==> src/rtl/proc_clk_pkg.sv <==
package proc_clk_pkg;

  localparam int unsigned DIV_W = 10;

  // Low-power divisor selected by the two-bit select field.
  function automatic logic [DIV_W-1:0] lp_divisor(input logic [1:0] sel);
    logic [DIV_W-1:0] d;
    case (sel)
      2'd0:    d = DIV_W'(2);
      2'd1:    d = DIV_W'(16);
      2'd2:    d = DIV_W'(64);
      default: d = DIV_W'(512);
    endcase
    return d;
  endfunction

  typedef struct packed {
    logic             lp;
    logic             slow;
    logic [1:0]       sel;
  } mode_t;

endpackage

==> src/rtl/clk_rst_sync.sv <==
module clk_rst_sync #(
  parameter int unsigned STAGES = 2
) (
  input  logic clk,
  input  logic rst_n,
  output logic srst_n
);
  logic [STAGES-1:0] sync_q;

  always_ff @(posedge clk or negedge rst_n) begin
    if (!rst_n) sync_q <= '0;
    else        sync_q <= {sync_q[STAGES-2:0], 1'b1};
  end

  assign srst_n = sync_q[STAGES-1];
endmodule

==> src/rtl/clk_mode_regs.sv <==
module clk_mode_regs
  import proc_clk_pkg::*;
#(
  parameter int unsigned    ADDR_W  = 4,
  parameter int unsigned    DATA_W  = 32,
  parameter logic [31:0]    CHIP_ID = 32'h0001_0221
) (
  input  logic              clk,
  input  logic              srst_n,
  input  logic              wr_en,
  input  logic [ADDR_W-1:0] addr,
  input  logic [DATA_W-1:0] wdata,
  input  logic              src_on_ref,
  output mode_t             mode,
  output logic [DATA_W-1:0] rdata
);
  localparam logic [ADDR_W-1:0] OFS_MODE   = ADDR_W'(4'h0);
  localparam logic [ADDR_W-1:0] OFS_ID     = ADDR_W'(4'h4);
  localparam logic [ADDR_W-1:0] OFS_STATUS = ADDR_W'(4'hC);
  localparam mode_t MODE_RST = '{lp: 1'b1, slow: 1'b0, sel: 2'b11};

  mode_t mode_q, mode_d;
  logic  unused_wdata_bits;

  assign unused_wdata_bits = ^{wdata[DATA_W-1:6], wdata[3:2]};

  always_comb begin
    mode_d = mode_q;
    if (wr_en && addr == OFS_MODE) begin
      mode_d.lp   = wdata[0];
      mode_d.slow = wdata[1];
      mode_d.sel  = wdata[5:4];
    end
  end

  always_ff @(posedge clk or negedge srst_n) begin
    if (!srst_n) mode_q <= MODE_RST;
    else         mode_q <= mode_d;
  end

  always_comb begin
    rdata = '0;
    case (addr)
      OFS_MODE:   rdata[5:0] = {mode_q.sel, 2'b00, mode_q.slow, mode_q.lp};
      OFS_ID:     rdata      = DATA_W'(CHIP_ID);
      OFS_STATUS: rdata[0]   = src_on_ref;
      default:    rdata      = '0;
    endcase
  end

  assign mode = mode_q;

  assert_wr_elsewhere_ignored_R7: assert property (@(posedge clk) disable iff (!srst_n)
    !(wr_en && addr == OFS_MODE) |=> $stable(mode_q))
    else $error("mode register changed without a write to offset 0");
endmodule

==> src/rtl/clk_period_gen.sv <==
module clk_period_gen
  import proc_clk_pkg::*;
#(
  parameter int unsigned PLL_DIV_FAST = 6,
  parameter int unsigned PLL_DIV_SLOW = 7
) (
  input  logic  clk,
  input  logic  srst_n,
  input  logic  ref_tick,
  input  logic  pll_tick,
  input  logic  pll_ready,
  input  mode_t mode,
  output logic  clk_en,
  output logic  on_ref
);
  localparam logic [DIV_W-1:0] DIV_FAST = DIV_W'(PLL_DIV_FAST);
  localparam logic [DIV_W-1:0] DIV_SLOW = DIV_W'(PLL_DIV_SLOW);
  localparam logic [DIV_W-1:0] DIV_RST  = lp_divisor(2'b11);

  logic             on_ref_q, on_ref_d;
  logic [DIV_W-1:0] div_q, div_d;
  logic [DIV_W-1:0] cnt_q, cnt_d;
  logic             en_q, en_d;
  logic             tick, at_end;
  logic             cfg_ref;
  logic [DIV_W-1:0] cfg_div;

  assign tick   = on_ref_q ? ref_tick : pll_tick;
  assign at_end = tick && (cnt_q == div_q - 1'b1);

  // Configuration to load at the next period boundary.
  always_comb begin
    cfg_ref = on_ref_q;
    cfg_div = div_q;
    if (mode.lp) begin
      cfg_ref = 1'b1;
      cfg_div = lp_divisor(mode.sel);
    end else if (pll_ready) begin
      cfg_ref = 1'b0;
      cfg_div = mode.slow ? DIV_SLOW : DIV_FAST;
    end
  end

  always_comb begin
    en_d     = at_end;
    cnt_d    = cnt_q;
    on_ref_d = on_ref_q;
    div_d    = div_q;
    if (at_end) begin
      cnt_d    = '0;
      on_ref_d = cfg_ref;
      div_d    = cfg_div;
    end else if (tick) begin
      cnt_d    = cnt_q + 1'b1;
    end
  end

  always_ff @(posedge clk or negedge srst_n) begin
    if (!srst_n) begin
      on_ref_q <= 1'b1;
      div_q    <= DIV_RST;
      cnt_q    <= '0;
      en_q     <= 1'b0;
    end else begin
      on_ref_q <= on_ref_d;
      div_q    <= div_d;
      cnt_q    <= cnt_d;
      en_q     <= en_d;
    end
  end

  assign clk_en = en_q;
  assign on_ref = on_ref_q;

  assert_pulse_single_R5: assert property (@(posedge clk) disable iff (!srst_n)
    en_q |=> !en_q)
    else $error("clock enable high on two consecutive cycles");

  assert_div_at_boundary_R5: assert property (@(posedge clk) disable iff (!srst_n)
    !$stable(div_q) |-> en_q)
    else $error("divisor changed away from a period boundary");

  assert_src_at_boundary_R6: assert property (@(posedge clk) disable iff (!srst_n)
    !$stable(on_ref_q) |-> en_q)
    else $error("source changed away from a period boundary");

  assert_pll_needs_ready_R4: assert property (@(posedge clk) disable iff (!srst_n)
    $fell(on_ref_q) |-> $past(pll_ready))
    else $error("moved to PLL source without PLL ready");

  assert_cnt_in_range_R2: assert property (@(posedge clk) disable iff (!srst_n)
    cnt_q < div_q)
    else $error("period counter beyond divisor");
endmodule

==> src/rtl/clk_boot_gate.sv <==
module clk_boot_gate #(
  parameter int unsigned BOOT_PULSES = 10
) (
  input  logic clk,
  input  logic srst_n,
  input  logic clk_en,
  output logic boot_ready
);
  localparam int unsigned CW = $clog2(BOOT_PULSES + 1);
  localparam logic [CW-1:0] LIMIT = CW'(BOOT_PULSES);

  logic [CW-1:0] cnt_q, cnt_d;

  assign boot_ready = (cnt_q == LIMIT);

  always_comb begin
    cnt_d = cnt_q;
    if (clk_en && !boot_ready) cnt_d = cnt_q + 1'b1;
  end

  always_ff @(posedge clk or negedge srst_n) begin
    if (!srst_n) cnt_q <= '0;
    else         cnt_q <= cnt_d;
  end

  assert_ready_sticky_R8: assert property (@(posedge clk) disable iff (!srst_n)
    boot_ready |=> boot_ready)
    else $error("boot ready dropped");
endmodule

==> src/rtl/proc_clk_select.sv <==
module proc_clk_select
  import proc_clk_pkg::*;
#(
  parameter int unsigned ADDR_W       = 4,
  parameter int unsigned DATA_W       = 32,
  parameter int unsigned PLL_DIV_FAST = 6,
  parameter int unsigned PLL_DIV_SLOW = 7,
  parameter int unsigned BOOT_PULSES  = 10,
  parameter logic [31:0] CHIP_ID      = 32'h0001_0221
) (
  input  logic              clk,
  input  logic              rst_n,
  input  logic              ref_tick,
  input  logic              pll_tick,
  input  logic              pll_ready,
  input  logic              reg_wr,
  input  logic [ADDR_W-1:0] reg_addr,
  input  logic [DATA_W-1:0] reg_wdata,
  output logic [DATA_W-1:0] reg_rdata,
  output logic              clk_en,
  output logic              boot_ready
);
  logic  srst_n;
  logic  on_ref;
  mode_t mode;

  clk_rst_sync #(.STAGES(2)) u_rst (
    .clk(clk), .rst_n(rst_n), .srst_n(srst_n)
  );

  clk_mode_regs #(.ADDR_W(ADDR_W), .DATA_W(DATA_W), .CHIP_ID(CHIP_ID)) u_regs (
    .clk(clk), .srst_n(srst_n), .wr_en(reg_wr), .addr(reg_addr),
    .wdata(reg_wdata), .src_on_ref(on_ref), .mode(mode), .rdata(reg_rdata)
  );

  clk_period_gen #(.PLL_DIV_FAST(PLL_DIV_FAST), .PLL_DIV_SLOW(PLL_DIV_SLOW)) u_gen (
    .clk(clk), .srst_n(srst_n), .ref_tick(ref_tick), .pll_tick(pll_tick),
    .pll_ready(pll_ready), .mode(mode), .clk_en(clk_en), .on_ref(on_ref)
  );

  clk_boot_gate #(.BOOT_PULSES(BOOT_PULSES)) u_boot (
    .clk(clk), .srst_n(srst_n), .clk_en(clk_en), .boot_ready(boot_ready)
  );
endmodule

==> config.mk <==
export PLATFORM = sky130hd
export DESIGN_NAME = proc_clk_select
export DESIGN_NICKNAME = d
export VERILOG_FILES = /design/src/rtl/proc_clk_pkg.sv /design/src/rtl/clk_rst_sync.sv /design/src/rtl/clk_mode_regs.sv /design/src/rtl/clk_period_gen.sv /design/src/rtl/clk_boot_gate.sv /design/src/rtl/proc_clk_select.sv
export SDC_FILE = /design/constraint.sdc
export NUM_CORES = 1
export LEC_CHECK = 0
export BUFFER_PORTS_ARGS = -buffer_cell sky130_fd_sc_hd__buf_2
export CORE_MARGIN = 2
export CORE_UTILIZATION = 43
export CTS_CLUSTER_SIZE = 30
export DETAILED_ROUTE_END_ITERATION = 10
export PLACE_DENSITY = 0.82
export SYNTH_ARGS = -nofsm -noshare
export SYNTH_HDL_FRONTEND = slang
export SYNTH_SLANG_ARGS = --single-unit
==> constraint.sdc <==
create_clock -name clk -period 1.2 [get_ports clk]
set_clock_uncertainty 0.15 [all_clocks]
set_input_delay 0.06 -clock clk [delete_from_list [all_inputs] [get_ports clk]]
set_output_delay 0.06 -clock clk [all_outputs]
set_load 0.03 [all_outputs]
==> metrics.txt <==
# TYPE chip_impl_metric gauge
chip_impl_metric{name="layout_cells_sized_above_1",unit="%"} 51.8
chip_impl_metric{name="final_core_util",unit="%"} 65.2
chip_impl_metric{name="dpl-instance-area",unit="mm^2"} 0.00214
chip_impl_metric{name="timing.fmax",unit="GHz"} 0.441
chip_impl_info{name="cts_tree",value="built"} 1
chip_impl_metric{name="io_pins",unit=""} 76
chip_impl_metric{name="worstPathRequired",unit="ns"} 1.23
chip_impl_metric{name="place.gp.congestion",unit=""} 0.851
chip_impl_metric{name="final_cells",unit=""} 301
chip_impl_metric{name="via_per_inst",unit=""} 5.22
chip_impl_metric{name="fin_crit_sh",unit="%"} 189
chip_impl_info{name="worst_r2r_endpoint",value="u_gen.div_q[0]"} 1
chip_impl_metric{name="cap_violations",unit=""} 0
chip_impl_info{name="min_delay_worst_endpoint",value="u_regs.mode[3]"} 1
chip_impl_metric{name="wl_per_cell",unit="um"} 18.0
chip_impl_metric{name="initial_utilization",unit="%"} 44.1
chip_impl_info{name="holdCritStartpoint",value="reg_wr"} 1
chip_impl_metric{name="synth.yosys.seq_area_share",unit="%"} 40.6
chip_impl_metric{name="antenna_cells",unit=""} 0
chip_impl_info{name="worstSetupEndpointType",value="flop"} 1
chip_impl_metric{name="core_area",unit="mm^2"} 0.00394
chip_impl_metric{name="grt_pass1_vias",unit=""} 1532
chip_impl_metric{name="pin_count_of_the_biggest_net_entering_global_routing",unit=""} 16
chip_impl_metric{name="dpl.cell_count",unit=""} 282
chip_impl_metric{name="cell_area_after_synthesis",unit="mm^2"} 0.00174
chip_impl_metric{name="antenna_found_initial",unit=""} 0
chip_impl_info{name="critPathKind",value="reg2reg"} 1
chip_impl_metric{name="die_area",unit="mm^2"} 0.00457
chip_impl_metric{name="detail_route.first_pass.iterations",unit=""} 4
chip_impl_metric{name="synthDominantCellAreaShare",unit="%"} 33.1
chip_impl_metric{name="cts_inserted_buffers",unit=""} 3
chip_impl_metric{name="route.antenna.remaining_nets",unit=""} 0
chip_impl_metric{name="max-clock-path-buffers",unit=""} 2
chip_impl_metric{name="cp_data_arrival_time",unit="ns"} 2.30
chip_impl_metric{name="timing.final.ws_setup",unit="ns"} -1.07
chip_impl_metric{name="count_of_clock_tree_sinks",unit=""} 28
chip_impl_metric{name="yosysUniqueCellTypes",unit=""} 40
chip_impl_info{name="cts-root-buf",value="sky130_fd_sc_hd__clkbuf_8"} 1
chip_impl_info{name="worstSetupStartpoint",value="u_gen.div_q[0]"} 1
chip_impl_metric{name="chipWidth",unit="um"} 67.6
chip_impl_metric{name="floorplan.rows",unit=""} 23
chip_impl_metric{name="final_hold_viol_count",unit=""} 0
chip_impl_info{name="holdCritPathClass",value="in2reg"} 1
chip_impl_info{name="critical_path.startpoint_type",value="flop"} 1
chip_impl_metric{name="n_fill_cell",unit=""} 244
chip_impl_metric{name="groute.usage.overall",unit="%"} 21.6
chip_impl_metric{name="p_leak",unit="uW"} 0.00120
chip_impl_metric{name="drt_wl_total",unit="um"} 5430
chip_impl_metric{name="finalNetCount",unit=""} 299
chip_impl_metric{name="cts-htree-levels",unit=""} 1
chip_impl_metric{name="syn_inst",unit=""} 174
chip_impl_info{name="synth_largest_area_cell",value="sky130_fd_sc_hd__dfrtp_1"} 1
chip_impl_metric{name="postLayoutCellArea",unit="mm^2"} 0.00257
chip_impl_metric{name="layout_min_cycle_time",unit="ns"} 2.27
chip_impl_metric{name="fin_hold_ws",unit="ns"} 0.0606
chip_impl_metric{name="hpwl",unit="um"} 2870
chip_impl_metric{name="drc",unit=""} 0
chip_impl_metric{name="drt_first_iter_violations",unit=""} 52
chip_impl_metric{name="report.final.slew_viol_count",unit=""} 0
chip_impl_metric{name="synth.yosys.warnings",unit=""} 0
chip_impl_info{name="grt_setup_unrepaired",value="yes"} 1
chip_impl_metric{name="pwr_density_cell",unit="mW/mm^2"} 2120
chip_impl_metric{name="postSynth.asyncResetShare",unit="%"} 100
chip_impl_metric{name="grt_remaining_overflow",unit=""} 0
chip_impl_metric{name="global_route_wire_length_before_repair",unit="um"} 7290
chip_impl_metric{name="worst-r2r-setup-slack",unit="ns"} -1.07
chip_impl_info{name="crit-reg2reg-launch",value="u_gen.div_q[0]"} 1
chip_impl_info{name="run_status",value="finished with violations"} 1
chip_impl_metric{name="syn-mean-instance-area",unit="um^2"} 10.0
chip_impl_metric{name="timing.setup.tns",unit="ns"} -19.81
chip_impl_metric{name="route.vias.total",unit=""} 1571
chip_impl_metric{name="crit_path_max_fanout",unit=""} 4
chip_impl_metric{name="hold_depth",unit=""} 3
chip_impl_metric{name="clk_latency",unit="ns"} 0.28
chip_impl_metric{name="number_of_enable_type_register_cells_in_the_synthesized_netlist",unit=""} 0
chip_impl_metric{name="fp.dieH",unit="um"} 67.6
chip_impl_metric{name="area_delta_synth_final",unit="%"} 47.9
chip_impl_info{name="failed_checks",value="setup timing"} 1
chip_impl_info{name="synth_ff_type",value="sky130_fd_sc_hd__dfrtp_1"} 1
chip_impl_metric{name="final-setup-viol-count",unit=""} 25
chip_impl_metric{name="worst_setup_hold_path_clk_slew",unit="ns"} 0.11
chip_impl_info{name="synth.area.top_cells",value="sky130_fd_sc_hd__dfrtp_1 (33%), sky130_fd_sc_hd__buf_4 (12%), sky130_fd_sc_hd__dfstp_2 (7.6%)"} 1
chip_impl_metric{name="synth.ff_latch_count",unit=""} 28
chip_impl_metric{name="io_buffers",unit=""} 21
chip_impl_metric{name="reg2reg_depth",unit=""} 8
chip_impl_metric{name="ir_worst_vdd",unit="mV"} 1.24
repair_timing:
action	in CTS	in global routing
setup endpoints to repair	25	28
pin swaps	11	7
hold buffers	7	0
resized for setup	39	20
buffers inserted	3	5
endpoints found under the hold margin	7	0
metal layers:
| layer | track usage [%] | wire, um |
|---|---|---|
| met1 | 23.7 | 2090 |
| met5 | 0 | 0 |
| met3 | 4.33 | 229 |
| met2 | 38.7 | 2970 |
| met4 | 11.5 | 140 |
cell type report:
type	instances	area, um^2	share of cell area, %
Multi-Input combinational cell	133	1100	42.9
Sequential cell	28	708	27.5
Timing Repair Buffer	77	589	22.9
Tap cell	50	62.6	2.43
Clock buffer	4	55.1	2.14
Inverter	9	52.6	2.04
through the flow:
stage               power [uW]  setup slack (ns)
floorplan                 2930             -1.06
global placement          3710             -1.04
detailed placement        3830             -1.16
CTS                       4790            -0.994
global route              5700             -1.10
finish                    5460             -1.07
power breakdown:
part	internal [uW]	switching, uW
clock	294	319
combinational	1560	1710
sequential	1250	325
cells in the final DEF (no fill, tap or decap), types with 5 or more instances in the layout:
cell	count
sky130_fd_sc_hd__dfstp_2	5
sky130_fd_sc_hd__xnor2_1	9
sky130_fd_sc_hd__buf_4	45
sky130_fd_sc_hd__o41ai_2	5
sky130_fd_sc_hd__buf_2	16
sky130_fd_sc_hd__conb_1	27
sky130_fd_sc_hd__xor2_1	9
sky130_fd_sc_hd__nand2_1	7
sky130_fd_sc_hd__dfrtp_1	22
sky130_fd_sc_hd__nor2_1	10
sky130_fd_sc_hd__dlygate4sd3_1	7
sky130_fd_sc_hd__mux2_2	5
sky130_fd_sc_hd__buf_6	9
cells by family (layout without fill, tap and decap cells):
kind of cell / after synthesis / count (layout) / synth area share [%]
xor+xnor: 21 / 21 / 10.6
flops: 28 / 28 / 40.6
compound gates: 22 / 22 / 9.57
simple gates: 52 / 52 / 16.9
other cells: 2 / 27 / 0.432
mux: 6 / 6 / 3.81
fa+ha+maj: 5 / 5 / 3.60
buf+inv: 38 / 90 / 14.5
registers in the layout, summed over array words and instances, names as in the netlist:
signal        count
u_boot.cnt_q      4
u_gen.clk_en      1
u_gen.cnt_q      10
u_gen.div_q       6
u_gen.on_ref      1
u_regs.mode       4
u_rst.sync_q      2
critical path, cell delays in order, from the launching register on:
cell	delay, ns
sky130_fd_sc_hd__dfrtp_1	0.41
sky130_fd_sc_hd__inv_2	0.09
sky130_fd_sc_hd__ha_4	0.15
sky130_fd_sc_hd__ha_4	0.13
sky130_fd_sc_hd__nor3b_4	0.21
sky130_fd_sc_hd__xnor2_2	0.16
sky130_fd_sc_hd__nand4_4	0.18
sky130_fd_sc_hd__o41ai_2	0.42
sky130_fd_sc_hd__a21bo_2	0.26
synthesized netlist by cell type, types with 3 or more instances:
cell type and count:
sky130_fd_sc_hd__buf_4 27, sky130_fd_sc_hd__dfrtp_1 23, sky130_fd_sc_hd__xnor2_1 12, sky130_fd_sc_hd__nand2_1 10, sky130_fd_sc_hd__nor2_1 10, sky130_fd_sc_hd__xor2_1 9
sky130_fd_sc_hd__inv_1 8, sky130_fd_sc_hd__o21ai_0 8, sky130_fd_sc_hd__dfstp_2 5, sky130_fd_sc_hd__ha_1 5, sky130_fd_sc_hd__mux2_2 5, sky130_fd_sc_hd__nand3_1 5
sky130_fd_sc_hd__nor3_1 5, sky130_fd_sc_hd__o41ai_1 5, sky130_fd_sc_hd__and2_1 3, sky130_fd_sc_hd__and3_1 3, sky130_fd_sc_hd__nand4_1 3
worst max-delay path by stage:
stage	endpoint	slack, ns
global placement	u_gen.cnt_q[0]	-1.04
CTS	u_gen.div_q[9]	-0.99
floorplan	u_gen.on_ref	-1.06
detailed placement	u_gen.div_q[0]	-1.16
finish	u_gen.div_q[0]	-1.07
global route	u_gen.div_q[1]	-1.10
Power figures use the tool's default switching activity.
